### config.mk
export PLATFORM = sky130hd
export DESIGN_NAME = standby_ctrl
export DESIGN_NICKNAME = d
export VERILOG_FILES = /design/src/rtl/standby_pkg.sv /design/src/rtl/sb_sync2.sv /design/src/rtl/sb_wake_detect.sv /design/src/rtl/sb_cause_reg.sv /design/src/rtl/standby_ctrl.sv
export SDC_FILE = /design/constraint.sdc
export NUM_CORES = 1
export LEC_CHECK = 0
export ABC_AREA = 1
export BUFFER_PORTS_ARGS = -buffer_cell sky130_fd_sc_hd__buf_2
export CORE_MARGIN = 1
export CORE_UTILIZATION = 46
export DETAILED_ROUTE_END_ITERATION = 12
export PLACE_DENSITY = 0.75
export SLEW_MARGIN = 20
export SYNTH_ARGS = -nofsm -noshare
export SYNTH_HDL_FRONTEND = slang
export SYNTH_SLANG_ARGS = --single-unit
export TNS_END_PERCENT = 5
### constraint.sdc
create_clock -name clk -period 1.5 [get_ports clk]
set_input_delay 0.075 -clock clk [delete_from_list [all_inputs] [get_ports clk]]
set_output_delay 0.075 -clock clk [all_outputs]
set_load 0.005 [all_outputs]
### src/rtl/standby_pkg.sv
package standby_pkg;
    typedef enum logic [1:0] {
        ST_RUN  = 2'd0,
        ST_HALT = 2'd1,
        ST_HOLD = 2'd2
    } stby_state_e;

    localparam int SRC_N    = 4;
    localparam int SRC_PORT = 0;
    localparam int SRC_INT  = 1;
    localparam int SRC_DIV  = 2;
    localparam int SRC_TMR  = 3;

    // sources allowed to end a hold
    localparam logic [SRC_N-1:0] EXT_MASK = (1 << SRC_PORT) | (1 << SRC_INT);
endpackage

### src/rtl/sb_sync2.sv
module sb_sync2 #(
    parameter int W = 1
) (
    input  logic         clk,
    input  logic         rst_n,
    input  logic [W-1:0] d,
    output logic [W-1:0] q
);
    logic [W-1:0] stage1;

    always_ff @(posedge clk or negedge rst_n) begin
        if (!rst_n) begin
            stage1 <= '0;
            q      <= '0;
        end else begin
            stage1 <= d;
            q      <= stage1;
        end
    end
endmodule

### src/rtl/sb_wake_detect.sv
module sb_wake_detect
    import standby_pkg::*;
#(
    parameter int PORT_W = 8
) (
    input  logic              clk,
    input  logic              rst_n,
    input  logic              track,      // snapshot follows inputs while high
    input  logic [PORT_W-1:0] port_s,
    input  logic              int_s,
    input  logic [PORT_W-1:0] port_mask,
    input  logic [SRC_N-1:0]  wake_en,
    input  logic              div_ovf,
    input  logic              tmr_unf,
    output logic [SRC_N-1:0]  evt
);
    logic [PORT_W-1:0] port_snap;
    logic              int_snap;
    logic [PORT_W-1:0] port_diff;

    always_ff @(posedge clk or negedge rst_n) begin
        if (!rst_n) begin
            port_snap <= '0;
            int_snap  <= 1'b0;
        end else if (track) begin
            port_snap <= port_s;
            int_snap  <= int_s;
        end
    end

    assign port_diff = (port_s ^ port_snap) & port_mask;

    always_comb begin
        evt           = '0;
        evt[SRC_PORT] = wake_en[SRC_PORT] & (|port_diff);
        evt[SRC_INT]  = wake_en[SRC_INT]  & (int_s ^ int_snap);
        evt[SRC_DIV]  = wake_en[SRC_DIV]  & div_ovf;
        evt[SRC_TMR]  = wake_en[SRC_TMR]  & tmr_unf;
    end
endmodule

### src/rtl/sb_cause_reg.sv
module sb_cause_reg #(
    parameter int N = 4
) (
    input  logic         clk,
    input  logic         rst_n,
    input  logic [N-1:0] set,
    input  logic         clr,
    output logic [N-1:0] q
);
    always_ff @(posedge clk or negedge rst_n) begin
        if (!rst_n) q <= '0;
        else        q <= (clr ? '0 : q) | set;
    end
endmodule

### src/rtl/standby_ctrl.sv
module standby_ctrl
    import standby_pkg::*;
#(
    parameter int PORT_W = 8
) (
    input  logic              clk,
    input  logic              rst_n,
    input  logic              halt_req,
    input  logic              hold_req,
    input  logic [3:0]        wake_en,
    input  logic [PORT_W-1:0] port_mask,
    input  logic [PORT_W-1:0] port_in,
    input  logic              int_in,
    input  logic              div_ovf,
    input  logic              tmr_unf,
    input  logic              cause_clr,
    output logic              core_clk_en,
    output logic              div_en,
    output logic              lcd_en,
    output logic [3:0]        cause
);
    stby_state_e      state_q, state_d;
    logic [PORT_W-1:0] port_s;
    logic             int_s;
    logic [SRC_N-1:0] evt_vec;
    logic [SRC_N-1:0] evt_ext;
    logic [SRC_N-1:0] fire;

    sb_sync2 #(.W(PORT_W + 1)) u_sync (
        .clk  (clk),
        .rst_n(rst_n),
        .d    ({int_in, port_in}),
        .q    ({int_s, port_s})
    );

    sb_wake_detect #(.PORT_W(PORT_W)) u_detect (
        .clk      (clk),
        .rst_n    (rst_n),
        .track    (state_q == ST_RUN),
        .port_s   (port_s),
        .int_s    (int_s),
        .port_mask(port_mask),
        .wake_en  (wake_en),
        .div_ovf  (div_ovf),
        .tmr_unf  (tmr_unf),
        .evt      (evt_vec)
    );

    assign evt_ext = evt_vec & EXT_MASK;

    // next state and the events that count in this state
    always_comb begin
        state_d = state_q;
        fire    = '0;
        unique case (state_q)
            ST_RUN: begin
                if (hold_req) begin
                    fire    = evt_ext;
                    state_d = (|evt_ext) ? ST_RUN : ST_HOLD;
                end else if (halt_req) begin
                    fire    = evt_vec;
                    state_d = (|evt_vec) ? ST_RUN : ST_HALT;
                end
            end
            ST_HALT: begin
                fire = evt_vec;
                if (|evt_vec) state_d = ST_RUN;
            end
            ST_HOLD: begin
                fire = evt_ext;
                if (|evt_ext) state_d = ST_RUN;
            end
            default: state_d = ST_RUN;
        endcase
    end

    always_ff @(posedge clk or negedge rst_n) begin
        if (!rst_n) state_q <= ST_RUN;
        else        state_q <= state_d;
    end

    always_comb begin
        core_clk_en = (state_q == ST_RUN);
        div_en      = (state_q != ST_HOLD);
        lcd_en      = (state_q != ST_HOLD);
    end

    sb_cause_reg #(.N(SRC_N)) u_cause (
        .clk  (clk),
        .rst_n(rst_n),
        .set  (fire),
        .clr  (cause_clr),
        .q    (cause)
    );
endmodule

After elaboration in Yosys (flattened, before gate mapping)
Index checks and enable logic that the tools add are counted.

storage, ports and cells
  flip-flop bits (word level) = 33
  bits of input ports = 28
  output and inout bits = 7
  word-level logic and storage cells = 36

operators by class
  equality and inequality tests = 6
  multiplexer cells = 11
  bitwise gates (word level) = 8
  reductions and logical operators = 5

operator list
  cell                                            number
  2-to-1 mux 4 bit                                3
  case mux 4 bit (3 select lines)                 1
  2-to-1 mux 2 bit                                5
  AND 8 bit                                       1
  OR reduction 8 bit                              1
  XOR 8 bit                                       1
  != test 2 bit (second input constant)           3
  case mux 2 bit (3 select lines)                 1
  AND 1 bit                                       4
  bitwise OR 4 bit                                1
  OR reduction 4 bit                              1
  != test 3 bit (second input constant)           1
  AND reduction 3 bit                             1
  == test 2 x 1 -> 1 bit (second input constant)  1
  == test 2 bit (second input constant)           1
  logical NOT 2 bit                               1
  OR reduction 2 bit                              1
  2-to-1 mux 1 bit                                1
  XOR 1 bit                                       1

Depth between registers and ports, before layout
Gate-level depths: netlist of the first run.

  depth in word-level cells = 9
  mapped depth = 10

Cells and area by module
A second synthesis of the first run with hierarchy kept.

unflattened totals
  cells, all modules = 156
  area, all modules = 1,362.6 um2

by module, submodules not included
  module          instances  cells an instance  area each (um2)
  sb_wake_detect  1          83                 539.3
  sb_sync2        1          18                 450.4
  standby_ctrl    1          38                 224.0
  sb_cause_reg    1          17                 148.9

Worst setup path before layout of the first run
No wires, ideal clock.

  path kind = reg2reg
  start = reg state_q[1]
  end = reg u_detect.int_snap
  library setup time = 0.125 ns
  arrival = 1.017 ns
  path slack = 0.359 ns
  stages on the path, launching flop included = 4
  buffers on the path = 1
  clock period less this slack = 1.141 ns
  path through = dfrtp_1 > nor2_1 > buf_2 > mux2_2

between the ends
  longest elaborated chain between the ends = 1

RTL lines
  what                      RTL line              text
  start: declaration        standby_ctrl.sv:22    stby_state_e state_q, state_d;
  start signal: assignment  standby_ctrl.sv:79    else state_q <= state_d;
  logical NOT 2 bit         standby_ctrl.sv:39    .track (state_q == ST_RUN),
  end signal: assignment    sb_wake_detect.sv:27  int_snap <= int_s;
  end: declaration          sb_wake_detect.sv:18  logic int_snap;

No other way between the ends.
A chain may end at the register's enable or synchronous reset.

Final worst setup path of the first run
  start = reg state_q[1]
  end = out core_clk_en

between the ends
  longest elaborated chain between the ends = 1

RTL lines
  what               RTL line            text
  logical NOT 2 bit  standby_ctrl.sv:83  core_clk_en = (state_q == ST_RUN);
  end: declaration   standby_ctrl.sv:17  output logic core_clk_en,

No other way between the ends.

==> metrics.txt, run 1 <==
outcome completed; placed cells 199; combinational power share 23.6%; crit end category output pin; DR iter-0 viols 14; Critical R2R Capture u_cause.q[0]$_DFF_PN0_; worst hold slack 36.46 ps; Yosys reg bits 33; setup_tns 0 ps; Leak Pwr between 0.0009 and 0.001 µW; Slew HR 54.65%; gpl congestion 0.8522; Mean Syn Cell Area around 9.5 µm²; area grow syn2layout 28.96%; largest net degree at the start of global routing 34; Peak VDD IR 0.0008799 V; Synth Area in Simple Gates 17.78%; final wirelength 2415 µm; DR pass1 iterations 4; layout cells sized above 1 ~25%; Horiz. Die Dim 54.91 µm; number of routed nets with antenna violations 0; row count 18; post-synth cell types 16; vias post-DR 1036; Tightest Hold Check Type in -> reg; Yosys top cell by area dfrtp_1; Post-CTS Setup Bufs 0; Crit Reg-Reg Startpoint state_q[1]$_DFFE_PN0P_; I/O Pins 35; Post-Layout Cell Count 217; min cycle time layout 1409 ps; clock latency on the worst-skew pair 320 ps; detailed placement HPWL 1789 µm; CTS sink count 33; synth warn 0; CTS Root Cell clkbuf_4; Critical Path RT 1420 ps; largest family of logic cells by synthesized area simple AND/OR/NAND/NOR gates; share of the synthesized area in the top cell type 64.14%; DR DRC count 0; CP max-delay cell dfrtp_1; Adder-Cell Fraction of Synth Area 0%; CTS H-tree lvls 2; CP arrival between 1000 and 1500 ps; Layout Nets about 220; Total GRT Usage 20.64%; Setup violations, final 0; worst hold path stage count 3; cell chain of the critical path nor2_2 -> buf_4 -> buf_2; RSZ-0062 raised after global routing no; Die Y 54.91 µm; Fmax 0.7098 GHz; Clk pwr share 23.3%; fillcell total 231; R2R setup slack 150 ps; initial antenna violation count 0; final-report max-slew violation count 0; Seq/Total Area, Yosys 64.14%; CTS Buffer Depth 2; ant diodes 0; dpl cell area 1493 µm²; Via density between 4 and 5; worst slew pin tran about 700 ps; PortBufs 34; hold-critical path endpoint u_cause.q[2]$_DFF_PN0_; Starting Density 50.15%; vias in the first global route 1055; gate count of the mapped netlist 136; Final Hold Fails 0; crit path max fanout 11; worst r2r path cells 6; sequential share of power 53.1%; Die Area 3015 µm²; Design Area, Final 1660 µm²; pwr/cell area 1235 nW/µm²; grt total ovfl 0; CP Class reg -> out; post-synthesis compound-gate area fraction 6.997%; clk slew on worst S/H paths approximately 90 ps; period utilisation layout 93.92%; Pwr Total 2051 µW; Critical Path Start Type flip-flop; Num CTS Buffers 5; multiplexer share of the synthesized area 0.8746%; internal power 1444 µW; Synth Net Count roughly 160; Clock Skews 6.638 ps; Post-Synth XOR/XNOR Area 0.6803%; Max-Cap Viols 0; Netlist Area Pre-Place 1287 µm²; Switching Share 29.62%; switching pwr around 610 µW; DR WL/cell around 11 µm; core area 2567 µm²; CTS tree yes; hold_sp div_ovf; max incr delay on CP 430 ps; first-pass GRT wire length ~4100 µm; ranking of synthesized cells by area dfrtp_1, nand2_1, inv_1
## worst max-delay path, delay by kind of cell, from the launching register on
| kind | cells | cell delay [ps] |
|---|---|---|
| DFF | 1 | 430 |
| buffers and inverters | 2 | 330 |
| and+or+nand+nor | 1 | 240 |
## Yosys cell counts, drive strengths merged
master  count
o21ai      10
buf         3
nand2      37
a21oi       1
nand4       2
mux2        1
xor2        1
nand3      10
nor2        5
inv        28
o22ai       5
dfrtp      33
## power groups by stage
stage	Sequential, µW	Clock, µW	Combinational (µW)
detailed placement	1110	0	460
global placement	1090	0	428
finish	1090	479	483
global route	1110	543	562
CTS	1090	500	487
floorplan	1090	0	292
## placed cells by master (no fill, tap or decap)
master / netlist / routed
dfrtp_1: 33 / 33
o21ai_1: 1 / 1
nand2_2: 1 / 1
clkbuf_4: 0 / 5
o21ai_0: 9 / 9
mux2_2: 1 / 1
buf_4: 1 / 2
nor2_2: 0 / 1
nand4_2: 1 / 1
buf_2: 2 / 34
clkbuf_1: 0 / 1
a21oi_2: 1 / 1
nand2_1: 36 / 36
inv_1: 28 / 28
clkbuf_8: 0 / 1
nor2_1: 5 / 4
nand3_1: 10 / 10
dlygate4sd3_1: 0 / 11
nand4_1: 1 / 1
o22ai_1: 5 / 5
xor2_1: 1 / 1
## sequential cells by signal, summed over array words and instances (netlist names)
signal	cells
u_detect.int_snap	1
u_cause.q	4
state_q	2
u_sync.stage1	9
u_detect.port_snap	8
u_sync.q	9
## worst max-delay path by stage
stage                                start                             to  cells after the start  slack [ps]
finish              state_q[1]$_DFFE_PN0P_                    core_clk_en                      3          90
CTS                 state_q[1]$_DFFE_PN0P_                    core_clk_en                      3          90
detailed placement  state_q[1]$_DFFE_PN0P_         u_cause.q[0]$_DFF_PN0_                      6         120
global route        state_q[1]$_DFFE_PN0P_                    core_clk_en                      3          20
floorplan           state_q[1]$_DFFE_PN0P_  u_detect.int_snap$_DFFE_PN0P_                      3         360
global placement    state_q[1]$_DFFE_PN0P_         u_cause.q[0]$_DFF_PN0_                      6         270
## cells by family (layout without fill, tap and decap cells)
| kind of cell | count (synthesis) | after routing |
|---|---|---|
| XOR/XNOR | 1 | 1 |
| multiplexers | 1 | 1 |
| AND/OR/NAND/NOR | 54 | 54 |
| buffers and inverters | 31 | 82 |
| flip-flops | 33 | 33 |
| AO/OA/AOI/OAI | 16 | 16 |
## through the flow
step / utilization (%) / worst slack, ps
5_1_grt: 64.67 / 17.51
2_1_floorplan: - / 358.5
6_report: 64.67 / 91.25
4_1_cts: 64.67 / 92.35
3_3_place_gp: 58.14 / 268.2
3_5_place_dp: 58.14 / 118.7
## metal layers
metal	up-vias	wire length, µm	part of all wire (%)	GRT usage [%]
li1	522	-	-	-
met1	476	978	40	21.51
met2	34	1270	53	36.14
met3	4	129	5.3	7.650
met4	0	36	1.5	10.42
met5	-	0	0	0
## layout make-up
type | count | area [µm²] | area share (%)
sequential | 33 | 825.8 | 49.74
multi-input combinational | 72 | 341.6 | 20.57
timing repair buffer | 47 | 295.3 | 17.78
inverter | 28 | 105.1 | 6.330
clock buffer | 7 | 55.05 | 3.316
tap | 30 | 37.54 | 2.261
## timing repair
item	in CTS	in global routing
endpoints found under the setup margin	1	0
resized for setup	1	0
endpoints found under the hold margin	46	0
hold buffers	11	0
Note: power is estimated with default switching activity, not from simulation.
==> run 2: changes to the inputs <==
--- a/config.mk
+++ b/config.mk
@@ -6,7 +6,9 @@
 export NUM_CORES = 1
 export LEC_CHECK = 0
 export ABC_AREA = 1
+export ABC_CLOCK_PERIOD_IN_PS = 1500
 export BUFFER_PORTS_ARGS = -buffer_cell sky130_fd_sc_hd__buf_2
+export CORE_ASPECT_RATIO = 2
 export CORE_MARGIN = 1
 export CORE_UTILIZATION = 46
 export DETAILED_ROUTE_END_ITERATION = 12
==> run 2 against run 1 <==
Compared with the run above: setup slack gained 55 ps; first-iteration DRC count grew 29%; clock power grew 100%; critical path type unchanged; die area grew 0.43%; cell count shrank 1.4%.
==> metrics.txt, run 2 (synthesis results as in run 1) <==
vias in the first global route 1056 (was 1055); core area 2603 µm² (was 2567 µm²); biggest regs u_sync.q: 9 flops, u_sync.stage1: 9 flops, u_detect.port_snap: 8 flops (unchanged); CP Class reg -> out (unchanged); grt total ovfl 0 (unchanged); Critical Path Start Type flip-flop (unchanged); vias post-DR 1038 (was 1036); CTS sink count 33 (unchanged); Die Area 3027 µm² (was 3015 µm²); fillcell total 215 (was 231); CTS H-tree lvls 2 (unchanged); most frequent cells in the layout nand2_1, buf_2, dfrtp_1 (unchanged); worst slew pin tran 673.9 ps (was 680.2 ps); DR DRC count 0 (unchanged); CTS tree yes (unchanged); CTS Root Cell clkbuf_8 (was clkbuf_4); detailed placement HPWL 1753 µm (was 1789 µm); Total GRT Usage 19.70% (was 20.64%); clk slew on worst S/H paths 60 ps (was 90 ps); Tightest Hold Check Type in -> reg (unchanged); period utilisation layout 90.27% (was 93.92%); Die Y 76.82 µm (was 54.91 µm); ant diodes 0 (unchanged); pwr/cell area 1464 nW/µm² (was 1235 nW/µm²); Layout Utilization 66.06% (was 64.67%); outcome completed (unchanged); DR WL/cell 11.27 µm (was 11.13 µm); footprint of the multi-input gates 341.6 µm² (unchanged); Num CTS Buffers 5 (unchanged); Post-CTS Setup Bufs 0 (unchanged); Horiz. Die Dim 39.41 µm (was 54.91 µm); Layout Nets 213 (was 215); Leak Pwr 0.0009334 µW (was 0.0009054 µW); commonest non-fill, non-tap cell in the layout nand2_1 (unchanged); Slew HR 55.08% (was 54.65%); Critical Path RT 1420 ps (about the same); area grow syn2layout 33.53% (was 28.96%); row count 26 (was 18); Clock Skews 5.716 ps (was 6.638 ps); crit path max fanout 17 (was 11); crit end category output pin (unchanged); worst hold path stage count 2 (was 3); CP arrival 1280 ps (was 1330 ps); final wirelength 2412 µm (was 2415 µm); DR pass1 iterations 4 (unchanged); first-pass GRT wire length 4008 µm (was 4133 µm); worst hold slack 27.78 ps (was 36.46 ps); layout cells sized above 1 25.81% (was 25.13%); clock latency on the worst-skew pair 280 ps (was 320 ps); largest net degree at the start of global routing 34 (unchanged); Peak VDD IR 0.001029 V (was 0.0008799 V); DR iter-0 viols 18 (was 14); Final Hold Fails 0 (unchanged); Via density 4.850 (was 4.774); Fmax 0.7385 GHz (was 0.7098 GHz); Setup violations, final 0 (unchanged); RSZ-0062 raised after global routing no (unchanged); register area 825.8 µm² (unchanged); PortBufs 34 (unchanged); min cycle time layout 1354 ps (was 1409 ps); number of routed nets with antenna violations 0 (unchanged); initial antenna violation count 0 (unchanged); setup_tns 0 ps (unchanged); worst r2r path cells 6 (unchanged); I/O Pins 35 (unchanged); Starting Density 49.47% (was 50.15%); Max-Cap Viols 0 (unchanged); final-report max-slew violation count 0 (unchanged); CTS Buffer Depth 2 (unchanged); gpl congestion 0.7852 (was 0.8522)
-- run 2: critical path, stage by stage (launching register included) --
cell,delay [ps]
dfrtp_1,420
nor2_2,200
buf_4,230
buf_2,140
-- run 2: area by class of cell --
type                       instances  share of cell area, %
clock inverter                     3                  3.785
timing repair buffer              45                  16.16
sequential                        33                  48.03
clock buffer                       5                  4.003
multi-input combinational         72                  19.87
tap                               28                  2.038
inverter                          28                  6.114
-- run 2: final timing paths --
path                                                   end                  startpoint  slack [ps]
worst max register to register      u_cause.q[0]$_DFF_PN0_      state_q[1]$_DFFE_PN0P_         260
worst min register to register       u_sync.q[0]$_DFF_PN0_  u_sync.stage1[0]$_DFF_PN0_         340
worst min-delay path                u_cause.q[1]$_DFF_PN0_                   cause_clr          30
min in group asynchronous           state_q[0]$_DFFE_PN0P_                       rst_n         360
worst max-delay path                           core_clk_en      state_q[1]$_DFFE_PN0P_         150
max in group asynchronous       u_sync.stage1[7]$_DFF_PN0_                       rst_n         700
-- run 2: routing by layer --
metal | part of all wire [%] | track usage (%) | vias up
met3 | 4.3 | 7.803 | 6
met5 | 0 | 0 | -
met4 | 2.3 | 12.41 | 0
li1 | - | - | 513
met2 | 58 | 32.30 | 23
met1 | 36 | 18.50 | 496
-- run 2: power by group --
part | total [µW] | internal, µW | switching (µW) | leakage [µW]
clock | 965 | 659 | 305 | 0.0000681
sequential | 1090 | 1020 | 75.3 | 0.000395
combinational | 459 | 194 | 265 | 0.000471
total | 2520 | 1870 | 645 | 0.000933
-- run 2: through the flow --
step	instance area [µm²]	total power [µW]	setup WS, ps	instances
6_report	1719	2518	145.9	214
5_1_grt	1719	2667	72.87	214
4_1_cts	1717	2544	71.65	214
3_5_place_dp	1483	1547	220.4	196
3_3_place_gp	1483	1510	288.9	196
2_1_floorplan	1287	1383	358.5	136
-- run 2: timing repair --
item                                   4_1_cts  5_1_grt
endpoints found under the hold margin       42        0
resized for setup                            0        1
setup endpoints to repair                    0        1
hold buffers                                10        0
